===== src/rtl/smb_pkg.sv =====
package smb_pkg;

  // Transaction phase of the serial slave
  typedef enum logic [2:0] {
    ST_IDLE = 3'd0,   // waiting for a start condition
    ST_ADDR = 3'd1,   // shifting in the device address byte
    ST_PTR  = 3'd2,   // shifting in the pointer byte
    ST_DATA = 3'd3,   // shifting in the single data byte
    ST_RD   = 3'd4    // shifting out one register byte
  } smb_state_t;

  // Strap-selected device addresses
  localparam logic [6:0] DEV_ADDR_FIXED = 7'h2E;
  localparam logic [6:0] DEV_ADDR_SEL0  = 7'h2C;
  localparam logic [6:0] DEV_ADDR_SEL1  = 7'h2D;

  // Bit counter positions within a nine-clock byte
  localparam logic [3:0] BIT_LAST_ADDR = 4'd7;  // rises so far before the R/W rise
  localparam logic [3:0] BIT_ACK_SLOT  = 4'd8;  // eight bits shifted, ack slot next
  localparam logic [3:0] BIT_ACK_DONE  = 4'd9;  // ninth rise seen

endpackage


===== src/rtl/smb_line_sync.sv =====
module smb_line_sync #(
  parameter int STAGES = 2
) (
  input  logic clk,
  input  logic rst_n,
  input  logic scl_i,
  input  logic sda_i,
  output logic sda_s,
  output logic scl_rise,
  output logic scl_fall,
  output logic start_det,
  output logic stop_det
);

  logic [STAGES-1:0] scl_pipe;
  logic [STAGES-1:0] sda_pipe;
  logic              scl_prev;
  logic              sda_prev;
  logic              scl_q;
  logic              sda_q;

  // Synchronizer chain; idle bus level is high
  for (genvar g = 0; g < STAGES; g++) begin : g_stage
    if (g == 0) begin : g_first
      always_ff @(posedge clk or negedge rst_n) begin
        if (!rst_n) begin
          scl_pipe[g] <= 1'b1;
          sda_pipe[g] <= 1'b1;
        end else begin
          scl_pipe[g] <= scl_i;
          sda_pipe[g] <= sda_i;
        end
      end
    end else begin : g_next
      always_ff @(posedge clk or negedge rst_n) begin
        if (!rst_n) begin
          scl_pipe[g] <= 1'b1;
          sda_pipe[g] <= 1'b1;
        end else begin
          scl_pipe[g] <= scl_pipe[g-1];
          sda_pipe[g] <= sda_pipe[g-1];
        end
      end
    end
  end

  assign scl_q = scl_pipe[STAGES-1];
  assign sda_q = sda_pipe[STAGES-1];

  always_ff @(posedge clk or negedge rst_n) begin
    if (!rst_n) begin
      scl_prev <= 1'b1;
      sda_prev <= 1'b1;
    end else begin
      scl_prev <= scl_q;
      sda_prev <= sda_q;
    end
  end

  assign sda_s     = sda_q;
  assign scl_rise  = scl_q & ~scl_prev;
  assign scl_fall  = ~scl_q & scl_prev;
  // SDA edges while SCL stays high mark bus conditions
  assign start_det = scl_q & scl_prev & sda_prev & ~sda_q;
  assign stop_det  = scl_q & scl_prev & ~sda_prev & sda_q;

endmodule


===== src/rtl/smb_addr_select.sv =====
module smb_addr_select
  import smb_pkg::*;
(
  input  logic       clk,
  input  logic       rst_n,
  input  logic       strap_aen,
  input  logic       strap_asel,
  input  logic       try_i,     // eighth SCL rise of an address byte
  input  logic [6:0] cand_i,    // seven address bits received
  output logic       match_o
);

  logic [6:0] strap_addr;
  logic [6:0] held_addr;
  logic [6:0] active_addr;
  logic       frozen;

  always_comb begin
    if (strap_aen)       strap_addr = DEV_ADDR_FIXED;
    else if (strap_asel) strap_addr = DEV_ADDR_SEL1;
    else                 strap_addr = DEV_ADDR_SEL0;
  end

  assign active_addr = frozen ? held_addr : strap_addr;
  assign match_o     = (cand_i == active_addr);

  always_ff @(posedge clk or negedge rst_n) begin
    if (!rst_n) begin
      frozen    <= 1'b0;
      held_addr <= 7'h00;
    end else if (try_i && match_o && !frozen) begin
      frozen    <= 1'b1;
      held_addr <= strap_addr;
    end
  end

  AST_FREEZE_STICKY: assert property (@(posedge clk) disable iff (!rst_n)
    frozen |=> frozen);
  AST_ADDR_FROZEN: assert property (@(posedge clk) disable iff (!rst_n)
    frozen |=> $stable(active_addr));
  AST_FREEZE_ON_MATCH: assert property (@(posedge clk) disable iff (!rst_n)
    $rose(frozen) |-> $past(try_i && match_o));

endmodule


===== src/rtl/smb_regfile.sv =====
module smb_regfile #(
  parameter int DEPTH = 16,
  localparam int AW = $clog2(DEPTH)
) (
  input  logic          clk,
  input  logic          rst_n,
  input  logic          bus_we,
  input  logic [AW-1:0] bus_addr,
  input  logic [7:0]    bus_wdata,
  output logic [7:0]    bus_rdata,
  input  logic          host_wr_valid,
  output logic          host_wr_ready,
  input  logic [AW-1:0] host_wr_addr,
  input  logic [7:0]    host_wr_data,
  input  logic [AW-1:0] host_rd_addr,
  output logic [7:0]    host_rd_data
);

  logic [7:0] mem_q [DEPTH];
  logic       host_take;

  // Bus write has priority; host is held off for that cycle
  assign host_wr_ready = ~bus_we;
  assign host_take     = host_wr_valid & host_wr_ready;

  for (genvar g = 0; g < DEPTH; g++) begin : g_reg
    logic [7:0] q;
    always_ff @(posedge clk or negedge rst_n) begin
      if (!rst_n) begin
        q <= 8'h00;
      end else if (bus_we && (bus_addr == AW'(g))) begin
        q <= bus_wdata;
      end else if (host_take && (host_wr_addr == AW'(g))) begin
        q <= host_wr_data;
      end
    end
    assign mem_q[g] = q;
  end

  assign bus_rdata    = mem_q[bus_addr];
  assign host_rd_data = mem_q[host_rd_addr];

  AST_BUS_WRITE_LANDS: assert property (@(posedge clk) disable iff (!rst_n)
    bus_we |=> (mem_q[$past(bus_addr)] == $past(bus_wdata)));
  AST_HOST_WRITE_LANDS: assert property (@(posedge clk) disable iff (!rst_n)
    host_take |=> (mem_q[$past(host_wr_addr)] == $past(host_wr_data)));

endmodule


===== src/rtl/smb_strap_slave.sv =====
module smb_strap_slave
  import smb_pkg::*;
#(
  parameter int REG_DEPTH   = 16,
  parameter int SYNC_STAGES = 2,
  localparam int RAW = $clog2(REG_DEPTH)
) (
  input  logic           clk,
  input  logic           rst_n,
  input  logic           scl_i,
  input  logic           sda_i,
  output logic           sda_oe,
  input  logic           strap_aen,
  input  logic           strap_asel,
  input  logic           host_wr_valid,
  output logic           host_wr_ready,
  input  logic [RAW-1:0] host_wr_addr,
  input  logic [7:0]     host_wr_data,
  input  logic [RAW-1:0] host_rd_addr,
  output logic [7:0]     host_rd_data
);

  logic sda_s, scl_rise, scl_fall, start_det, stop_det;

  smb_line_sync #(.STAGES(SYNC_STAGES)) u_sync (
    .clk       (clk),
    .rst_n     (rst_n),
    .scl_i     (scl_i),
    .sda_i     (sda_i),
    .sda_s     (sda_s),
    .scl_rise  (scl_rise),
    .scl_fall  (scl_fall),
    .start_det (start_det),
    .stop_det  (stop_det)
  );

  smb_state_t     state;
  logic [3:0]     cnt;
  logic [7:0]     shreg;
  logic [7:0]     tx;
  logic [RAW-1:0] ptr;
  logic           addr_hit;
  logic           sda_oe_q;
  logic           match_try;
  logic           addr_match;
  logic           byte_end;
  logic           ack_end;
  logic           bus_we;
  logic [7:0]     rd_byte;

  assign match_try = (state == ST_ADDR) && scl_rise && (cnt == BIT_LAST_ADDR);
  assign byte_end  = scl_fall && (cnt == BIT_ACK_SLOT);
  assign ack_end   = scl_fall && (cnt == BIT_ACK_DONE);
  assign bus_we    = (state == ST_DATA) && byte_end;

  smb_addr_select u_addr (
    .clk        (clk),
    .rst_n      (rst_n),
    .strap_aen  (strap_aen),
    .strap_asel (strap_asel),
    .try_i      (match_try),
    .cand_i     (shreg[6:0]),
    .match_o    (addr_match)
  );

  smb_regfile #(.DEPTH(REG_DEPTH)) u_regs (
    .clk           (clk),
    .rst_n         (rst_n),
    .bus_we        (bus_we),
    .bus_addr      (ptr),
    .bus_wdata     (shreg),
    .bus_rdata     (rd_byte),
    .host_wr_valid (host_wr_valid),
    .host_wr_ready (host_wr_ready),
    .host_wr_addr  (host_wr_addr),
    .host_wr_data  (host_wr_data),
    .host_rd_addr  (host_rd_addr),
    .host_rd_data  (host_rd_data)
  );

  always_ff @(posedge clk or negedge rst_n) begin
    if (!rst_n) begin
      state    <= ST_IDLE;
      cnt      <= 4'd0;
      shreg    <= 8'h00;
      tx       <= 8'h00;
      ptr      <= '0;
      addr_hit <= 1'b0;
      sda_oe_q <= 1'b0;
    end else if (start_det) begin
      state    <= ST_ADDR;
      cnt      <= 4'd0;
      sda_oe_q <= 1'b0;
    end else if (stop_det) begin
      state    <= ST_IDLE;
      cnt      <= 4'd0;
      sda_oe_q <= 1'b0;
    end else begin
      unique case (state)
        ST_ADDR, ST_PTR, ST_DATA: begin
          if (scl_rise) begin
            if (cnt < BIT_ACK_SLOT) shreg <= {shreg[6:0], sda_s};
            if (match_try) addr_hit <= addr_match;
            cnt <= cnt + 4'd1;
          end else if (byte_end) begin
            if (state == ST_ADDR && !addr_hit) begin
              state <= ST_IDLE;   // not ours: stay silent
              cnt   <= 4'd0;
            end else begin
              sda_oe_q <= 1'b1;   // acknowledge
              if (state == ST_PTR) ptr <= shreg[RAW-1:0];
            end
          end else if (ack_end) begin
            sda_oe_q <= 1'b0;
            cnt      <= 4'd0;
            if (state == ST_ADDR) begin
              if (shreg[0]) begin
                state    <= ST_RD;
                tx       <= {rd_byte[6:0], 1'b0};
                sda_oe_q <= ~rd_byte[7];
              end else begin
                state <= ST_PTR;
              end
            end else if (state == ST_PTR) begin
              state <= ST_DATA;
            end else begin
              state <= ST_IDLE;   // at most one data byte
            end
          end
        end
        ST_RD: begin
          if (scl_rise) begin
            cnt <= cnt + 4'd1;
          end else if (scl_fall) begin
            if (cnt < BIT_ACK_SLOT) begin
              sda_oe_q <= ~tx[7];
              tx       <= {tx[6:0], 1'b0};
            end else if (cnt == BIT_ACK_SLOT) begin
              sda_oe_q <= 1'b0;   // master owns the ack slot
            end else begin
              sda_oe_q <= 1'b0;
              state    <= ST_IDLE;
              cnt      <= 4'd0;
            end
          end
        end
        default: begin
          cnt <= 4'd0;
        end
      endcase
    end
  end

  assign sda_oe = sda_oe_q;

  AST_SDA_MOVES_LOW: assert property (@(posedge clk) disable iff (!rst_n)
    (sda_oe_q != $past(sda_oe_q)) |-> $past(scl_fall || start_det || stop_det));
  AST_CNT_BOUND: assert property (@(posedge clk) disable iff (!rst_n)
    cnt <= BIT_ACK_DONE);
  AST_IDLE_RELEASED: assert property (@(posedge clk) disable iff (!rst_n)
    (state == ST_IDLE) |-> !sda_oe_q);
  AST_WRITE_ACKED: assert property (@(posedge clk) disable iff (!rst_n)
    bus_we |=> sda_oe_q);
  AST_PTR_HELD_IN_READ: assert property (@(posedge clk) disable iff (!rst_n)
    (state == ST_RD) |=> $stable(ptr));

endmodule


===== config.mk =====
export PLATFORM = sky130hd
export DESIGN_NAME = smb_strap_slave
export DESIGN_NICKNAME = d
export VERILOG_FILES = /design/src/rtl/smb_pkg.sv /design/src/rtl/smb_line_sync.sv /design/src/rtl/smb_addr_select.sv /design/src/rtl/smb_regfile.sv /design/src/rtl/smb_strap_slave.sv
export SDC_FILE = /design/constraint.sdc
export NUM_CORES = 1
export LEC_CHECK = 0
export ABC_CLOCK_PERIOD_IN_PS = 2900
export BUFFER_PORTS_ARGS = -buffer_cell sky130_fd_sc_hd__clkbuf_2
export CAP_MARGIN = 30
export CORE_ASPECT_RATIO = 1.2
export CORE_UTILIZATION = 45
export CTS_CLUSTER_SIZE = 14
export DETAILED_ROUTE_END_ITERATION = 6
export GPL_TIMING_DRIVEN = 1
export PLACE_DENSITY = 0.7
export SLEW_MARGIN = 20
export SYNTH_ARGS = -nofsm -noshare
export SYNTH_HDL_FRONTEND = slang
export SYNTH_SLANG_ARGS = --single-unit

===== constraint.sdc =====
create_clock -name clk -period 2.9 [get_ports clk]
set_input_delay 0.435 -clock clk [delete_from_list [all_inputs] [get_ports clk]]
set_output_delay 0.435 -clock clk [all_outputs]
set_load 0.02 [all_outputs]

# Yosys cells after proc, flatten, opt, wreduce, memory -nomap -nowiden
# Cells that the tools add are included.
# classes
reduce_logical	70
add_sub_neg	1
muxes	87
n_eq_ne	59
n_bitwise	21
magnitude_cmp	3
# op_table
operator	n
two-way mux 8 bit	44
equality test 4 bit (second input constant)	18
binary-select mux 8 bit (select 4 bit)	2
logical AND 1 bit	40
two-way mux 4 bit	10
equality test 4 x 3 -> 1 bit (second input constant)	9
two-way mux 3 bit	12
nonzero test 2 bit	17
!= test 5 bit (second input constant)	6
!= test 4 bit (second input constant)	5
equality test 4 x 2 -> 1 bit (second input constant)	4
!= test 2 bit (second input constant)	8
one-hot mux 8 bit (2 select lines)	1
AND reduction 5 bit	3
two-way mux 1 bit	12
!= test 6 bit (second input constant)	2
NOT 1 bit	11
AND reduction 11 bit	1
>= comparator 5 bit (second input constant)	2
NOT 4 -> 5 bit	2
AND 1 bit	8
equality test 4 x 1 -> 1 bit (second input constant)	2
zero test 4 bit	2
one-hot mux 4 bit (2 select lines)	1
16 further kinds	19
# word_totals
regBits	171
wordCells	272

# Depth between registers and ports, before layout
# depth
ltp_word	13
ltp_mapped	9

# Cells and area by module
# Synthesis repeated with hierarchy kept, for this count alone.
# unflattened
cells_unflattened	1135
hier_area_um2	10726.5
# by_module_without_submodules
mod	area_each_um2	n_inst	cells_each	seq_area_each_um2
smb_regfile	8633.3	1	955	3203.1
smb_strap_slave	1692.9	1	151	700.7
smb_addr_select	210.2	1	19	75.1
smb_line_sync	190.2	1	10	157.7

# Least setup slack after synthesis
# Ideal clock, no wire load.
# synth_timing
path_type	input -> output
from	input port host_rd_addr[0]
to	output port host_rd_data[0]
t_arrival_ps	2018
path_slack_ps	447
cell_stages	4
path_cell_list	clkbuf_1 -> buf_2 -> mux4_2 -> mux4_2
# synth_via
elab_chain_len	4
# synth_rtl
element	line	rtl
start, declared	smb_strap_slave.sv:19	input logic [RAW-1:0] host_rd_addr,
NOT 4 -> 5 bit (implied by the code)	smb_regfile.sv:41	assign host_rd_data = mem_q[host_rd_addr];
binary-select mux 8 bit (select 4 bit)	smb_regfile.sv:41	
two-way mux 8 bit (implied by the code) (2 in series)	smb_regfile.sv:41	
end, declared	smb_strap_slave.sv:20	output logic [7:0] host_rd_data
# No other way between the ends. The select of a mux whose other input is x is not followed.

# Worst setup path after layout
# layout_timing
from	register u_sync.scl_pipe[1], in the netlist u_sync.scl_q
to	register u_regs.g_reg[11].q[4]
# layout_via
elab_chain_len	8
elab_cells_between_ends	10
# layout_rtl
element	line	rtl
start, declared	smb_line_sync.sv:15	logic [STAGES-1:0] scl_pipe;
start signal, assigned by index	smb_line_sync.sv:40	scl_pipe[g] <= scl_pipe[g-1];
NOT 1 bit (*)	smb_line_sync.sv:62	assign scl_fall = ~scl_q & scl_prev;
AND 1 bit (*)	smb_line_sync.sv:62	
logical AND 1 bit (*)	smb_strap_slave.sv:52	assign byte_end = scl_fall && (cnt == BIT_ACK_SLOT);
logical AND 1 bit (*)	smb_strap_slave.sv:54	assign bus_we = (state == ST_DATA) && byte_end;
NOT 1 bit	smb_regfile.sv:23	assign host_wr_ready = ~bus_we;
AND 1 bit	smb_regfile.sv:24	assign host_take = host_wr_valid & host_wr_ready;
logical AND 1 bit	smb_regfile.sv:33	end else if (host_take && (host_wr_addr == AW'(g))) begin
nonzero test 2 bit (no line)	n/a	
end signal, assigned	smb_regfile.sv:32	q <= bus_wdata;
end signal, assigned	smb_regfile.sv:34	q <= host_wr_data;
end, declared	smb_regfile.sv:27	logic [7:0] q;
# Mark *: on every way between the ends. The rest lies on a longest branch, timed or not.
# A chain may end at the register's enable or synchronous reset.

==> parameters.txt <==
Parameter                              Value

Clock tree
  TritonCTS clock tree ... yes
  Worst skew pair latency ... 0.44 ns
  Deepest clock path buffer count ... 2
  H-tree depth ... 4
  CTS root buf ... clkbuf_16
  Buffers inserted by post-CTS timing repair ... 0
  Sink Count ... between 150 and 200
  Clock buffers created by TritonCTS ... 17
  Clock Pin Slew Worst Setup and Hold Paths ... about 0.070 ns

Floorplan
  Number of primary I/O pins ... 33
  Starting density of the core ... 0.462
  Floorplan die area ... around 23000 sq um
  Number of standard-cell rows in the floorplan ... a little under 60
  Chip Height ... around 170 um
  Die outline width ... 139 um
  Floorplan Core Area ... roughly 22000 sq um

Logic synthesis
  Flops & latches, synth ... around 170
  Warnings from Yosys ... 0
  Synthesized netlist net count ... 900
  Cell type with the largest total area after synthesis ... dfrtp_1
  Area share of the largest cell type after synthesis ... 0.394
  Cells after synthesis ... slightly below 900
  Count of flip-flops with a built-in enable after synthesis ... 0
  Post-synthesis instance area ... ~10000 sq um
  Post-synth ARST share ... 1.00
  Main synth FF type ... dfrtp_1
  Post-synthesis average cell area ... ~12 sq um
  Top post-synthesis cells by area ... dfrtp_1, mux4_2, mux2i_1
  Distinct cell type count after synthesis ... between 60 and 70
  Register area share after synthesis ... 0.410

Outcome
  Violated checks ... DRC
  Status ... finished, violations left

Detailed routing
  Starting DRT DRC Count ... 825
  Count of nets left with antenna violations after detail routing ... 0
  Pre-antenna DRT Iters ... 7
  Detailed Route WL ... about 32000 um
  Via Count ... between 8k and 9k
  Residual DRC ... 2
  Wirelength per Cell ... ~27 um
  Average via count per standard cell ... 6.80

Critical path
  Required time at the endpoint of the critical path ... between 3 and 4 ns
  Critical path's slowest cell ... nor2_1
  Number of cells on the worst reg-to-reg path ... 7
  Crit path buf inv count ... 1
  Arrival time of the worst setup path ... 3.02 ns
  Type of element launching the critical path ... flop
  Sequence of cells on the critical path ... inv_1 > ha_1 > nand4b_4 > o2111ai_2 > nor2_1 > nor2_2 > a221o_1
  Type of the worst setup path ... flop to flop
  Terminus of the critical flop-to-flop path ... u_regs.g_reg[11].q[4]
  Largest incremental delay on the critical path ... 0.60 ns
  Setup slack of the worst register-to-register path ... between 0.2 and 0.25 ns
  Crit path max fanout ... 8
  Worst reg2reg startpoint ... u_sync.scl_q
  Crit-path leading delay family ... simple AND/OR/NAND/NOR gates
  Worst Setup End Kind ... flop

Timing
  Final Critical Period ... roughly 2.7 ns
  Tightest slew margin relative to the limit ... 0.371
  Count of endpoints failing hold in the final timing report ... 0
  Worst Hold Margin ... between 0.07 and 0.08 ns
  Worst Tran Pin Value ... about 0.94 ns
  FMAX ... 371 MHz
  Final setup violation count ... 0
  Setup_tns ... 0 ns
  Setup repair after global routing missed its margin ... false
  Final worst clock skew ... roughly 0.015 ns
  Share of the cycle needed by the critical path after routing ... 0.928
  Slew Limit Fails ... 0

Cells and area
  Number of filler cells placed in the layout ... approximately 1.9k
  Layout cells sized above 1 ... 0.275
  Inserted Diodes ... 0
  Synthesis-to-layout area growth ... 12.4%
  Area occupied by registers ... just over 4000 sq um
  Post-Layout Cell Count ... 1184
  Area taken by multi-input logic gates ... approximately 5600 sq um
  Total Nets Final ... between 900 and 1k

Pwr
  Power density relative to cell area ... around 610 nW/um^2
  Total power ... 6.87 mW
  Design internal power ... between 4 and 5 mW
  Part of the power in the clock network ... 0.333
  Share of power burned in registers ... 0.463
  Switching fraction of total power ... 0.310
  Gate power share ... 0.204
  Leak Pwr ... just under 5 nW
  IR Drop Worst-Case VDD ... 0.376 mV
  Power spent charging and discharging nets ... ~2.1 mW

Placement
  Total of buffers placed on input and output ports ... 32
  Global placer's final weighted congestion ... ~0.93
  Detail Placement HPWL ... approximately 21000 um
  Number of cells after detailed placement ... 1150

Global routing
  Global routing usage on met2 ... 0.452
  Global routing met3 resource utilization ... 0.0620
  Met1 track demand over resource ... 0.355
  Initial antenna violation count ... 0
  Total routing usage reported by global routing ... 0.283
  Number of global-route vias before repair ... just under 8k
  GRT Max-Usage Layer ... met2
  Largest net degree at the start of global routing ... 70
  Total global routing overflow ... 0
  Wire length of the first global-routing pass ... 48700 um

Run
  Count of maximum capacitance violations ... 0

Hold path
  Endpoint with the worst hold slack ... u_sync.scl_pipe[0]
  Worst hold start ... scl_i
  Hold depth ... 1
  HP Class ... primary input to flop
metrics by stage:
stage          area (sq um)  worst slack (ns)   util
2_1_floorplan         10100             0.447      -
3_3_place_gp          10700             0.264  0.492
3_5_place_dp          10700             0.232  0.492
4_1_cts               11300             0.226  0.519
5_1_grt               11300            0.0444  0.519
6_report              11300             0.207  0.519
final cells by class:
type                            count  share of cell area
Sequential cell                   165               0.365
Inverter                           11             0.00408
Clock buffer                       18              0.0378
Tap cell                          274              0.0302
Multi-Input combinational cell    616               0.494
Clock inverter                     14              0.0132
Timing Repair Buffer               86              0.0561
flip-flops by register name, indices dropped and copies added, names as in the netlist, 3 cells and up:
register and flops:
ptr 4, tx 7, shreg 8, u_addr.held_addr 3
state 3, cnt 4, u_regs.g.q 128
per-layer routing:
layer | routed length [um] | vias up
met1 | 11900 | 4089
met4 | 1810 | 0
met5 | 0 | -
met3 | 2750 | 105
met2 | 15100 | 478
li1 | - | 3381
cell families after synthesis:
logic type | synth area share
xor gates and xnor gates | 0.00174
DFF | 0.410
muxes | 0.251
AOI/OAI and AO/OA | 0.172
adders and majority gates | 0.00868
and+or+nand+nor | 0.120
buffers and inverters | 0.0368
worst register-to-register path: stages (launching register included):
cell       delay, ns
dfstp_2         0.58
inv_1           0.05
ha_1            0.28
nand4b_4        0.23
o2111ai_2       0.29
nor2_1          0.60
nor2_2          0.22
a221o_1         0.34
cell usage after synthesis, drive strengths merged (2+ instances only):
master   count
dfrtp      159
nand2       80
o21ai       73
mux2i       72
mux4        70
a22o        63
a21o        59
clkbuf      41
buf         37
nor2        36
mux2        21
nor4        14
nor3        12
a21oi       11
inv         11
nand2b      10
ha           7
nor2b        7
dfstp        6
or3          6
a221oi       5
a31oi        5
nor3b        5
nand4        4
a211oi       3
a22oi        3
and2         3
and3         3
nand3        3
o2111ai      3
o22ai        3
o31ai        3
a221o        2
nand3b       2
nand4b       2
nor4b        2
o211ai       2
or2          2
or3b         2
xor2         2
power groups by stage:
stage                     combinational, mW  sequential [mW]  clock [mW]
final                                  1.40             3.18        2.29
after global placement                 1.35             3.17           0
after CTS                              1.38             3.16        2.30
after floorplan                       0.985             3.00           0
after global routing                   1.49             3.21        2.39
after detailed placement               1.38             3.19           0
worst max-delay path by stage:
stage	start	end	cells after the start
global placement	u_sync.scl_q	u_regs.g_reg[8].q[3]	7
floorplan	host_rd_addr[0]	host_rd_data[0]	4
CTS	u_sync.scl_q	u_regs.g_reg[8].q[1]	7
finish	u_sync.scl_q	u_regs.g_reg[11].q[4]	7
global route	u_sync.scl_prev	u_regs.g_reg[13].q[0]	6
detailed placement	u_sync.scl_q	u_regs.g_reg[8].q[1]	7
what timing repair did:
action,in CTS,in global routing
hold endpoints to repair,46,0
gates resized for setup,0,0
hold buffers,1,0
cell usage in the layout (no fill, tap or decap), drive strengths merged, types with 4 or more instances in the layout:
master,n
a21o,59
a21oi,11
a221oi,5
a22o,63
a31oi,5
buf,53
clkbuf,50
clkinv,6
dfrtp,159
dfstp,6
ha,7
inv,15
mux2,21
mux2i,72
mux4,70
nand2,80
nand2b,10
nand4,4
nor2,36
nor2b,7
nor3,12
nor3b,5
nor4,14
o21ai,73
or3,6
Power figures use the tool's default switching activity.
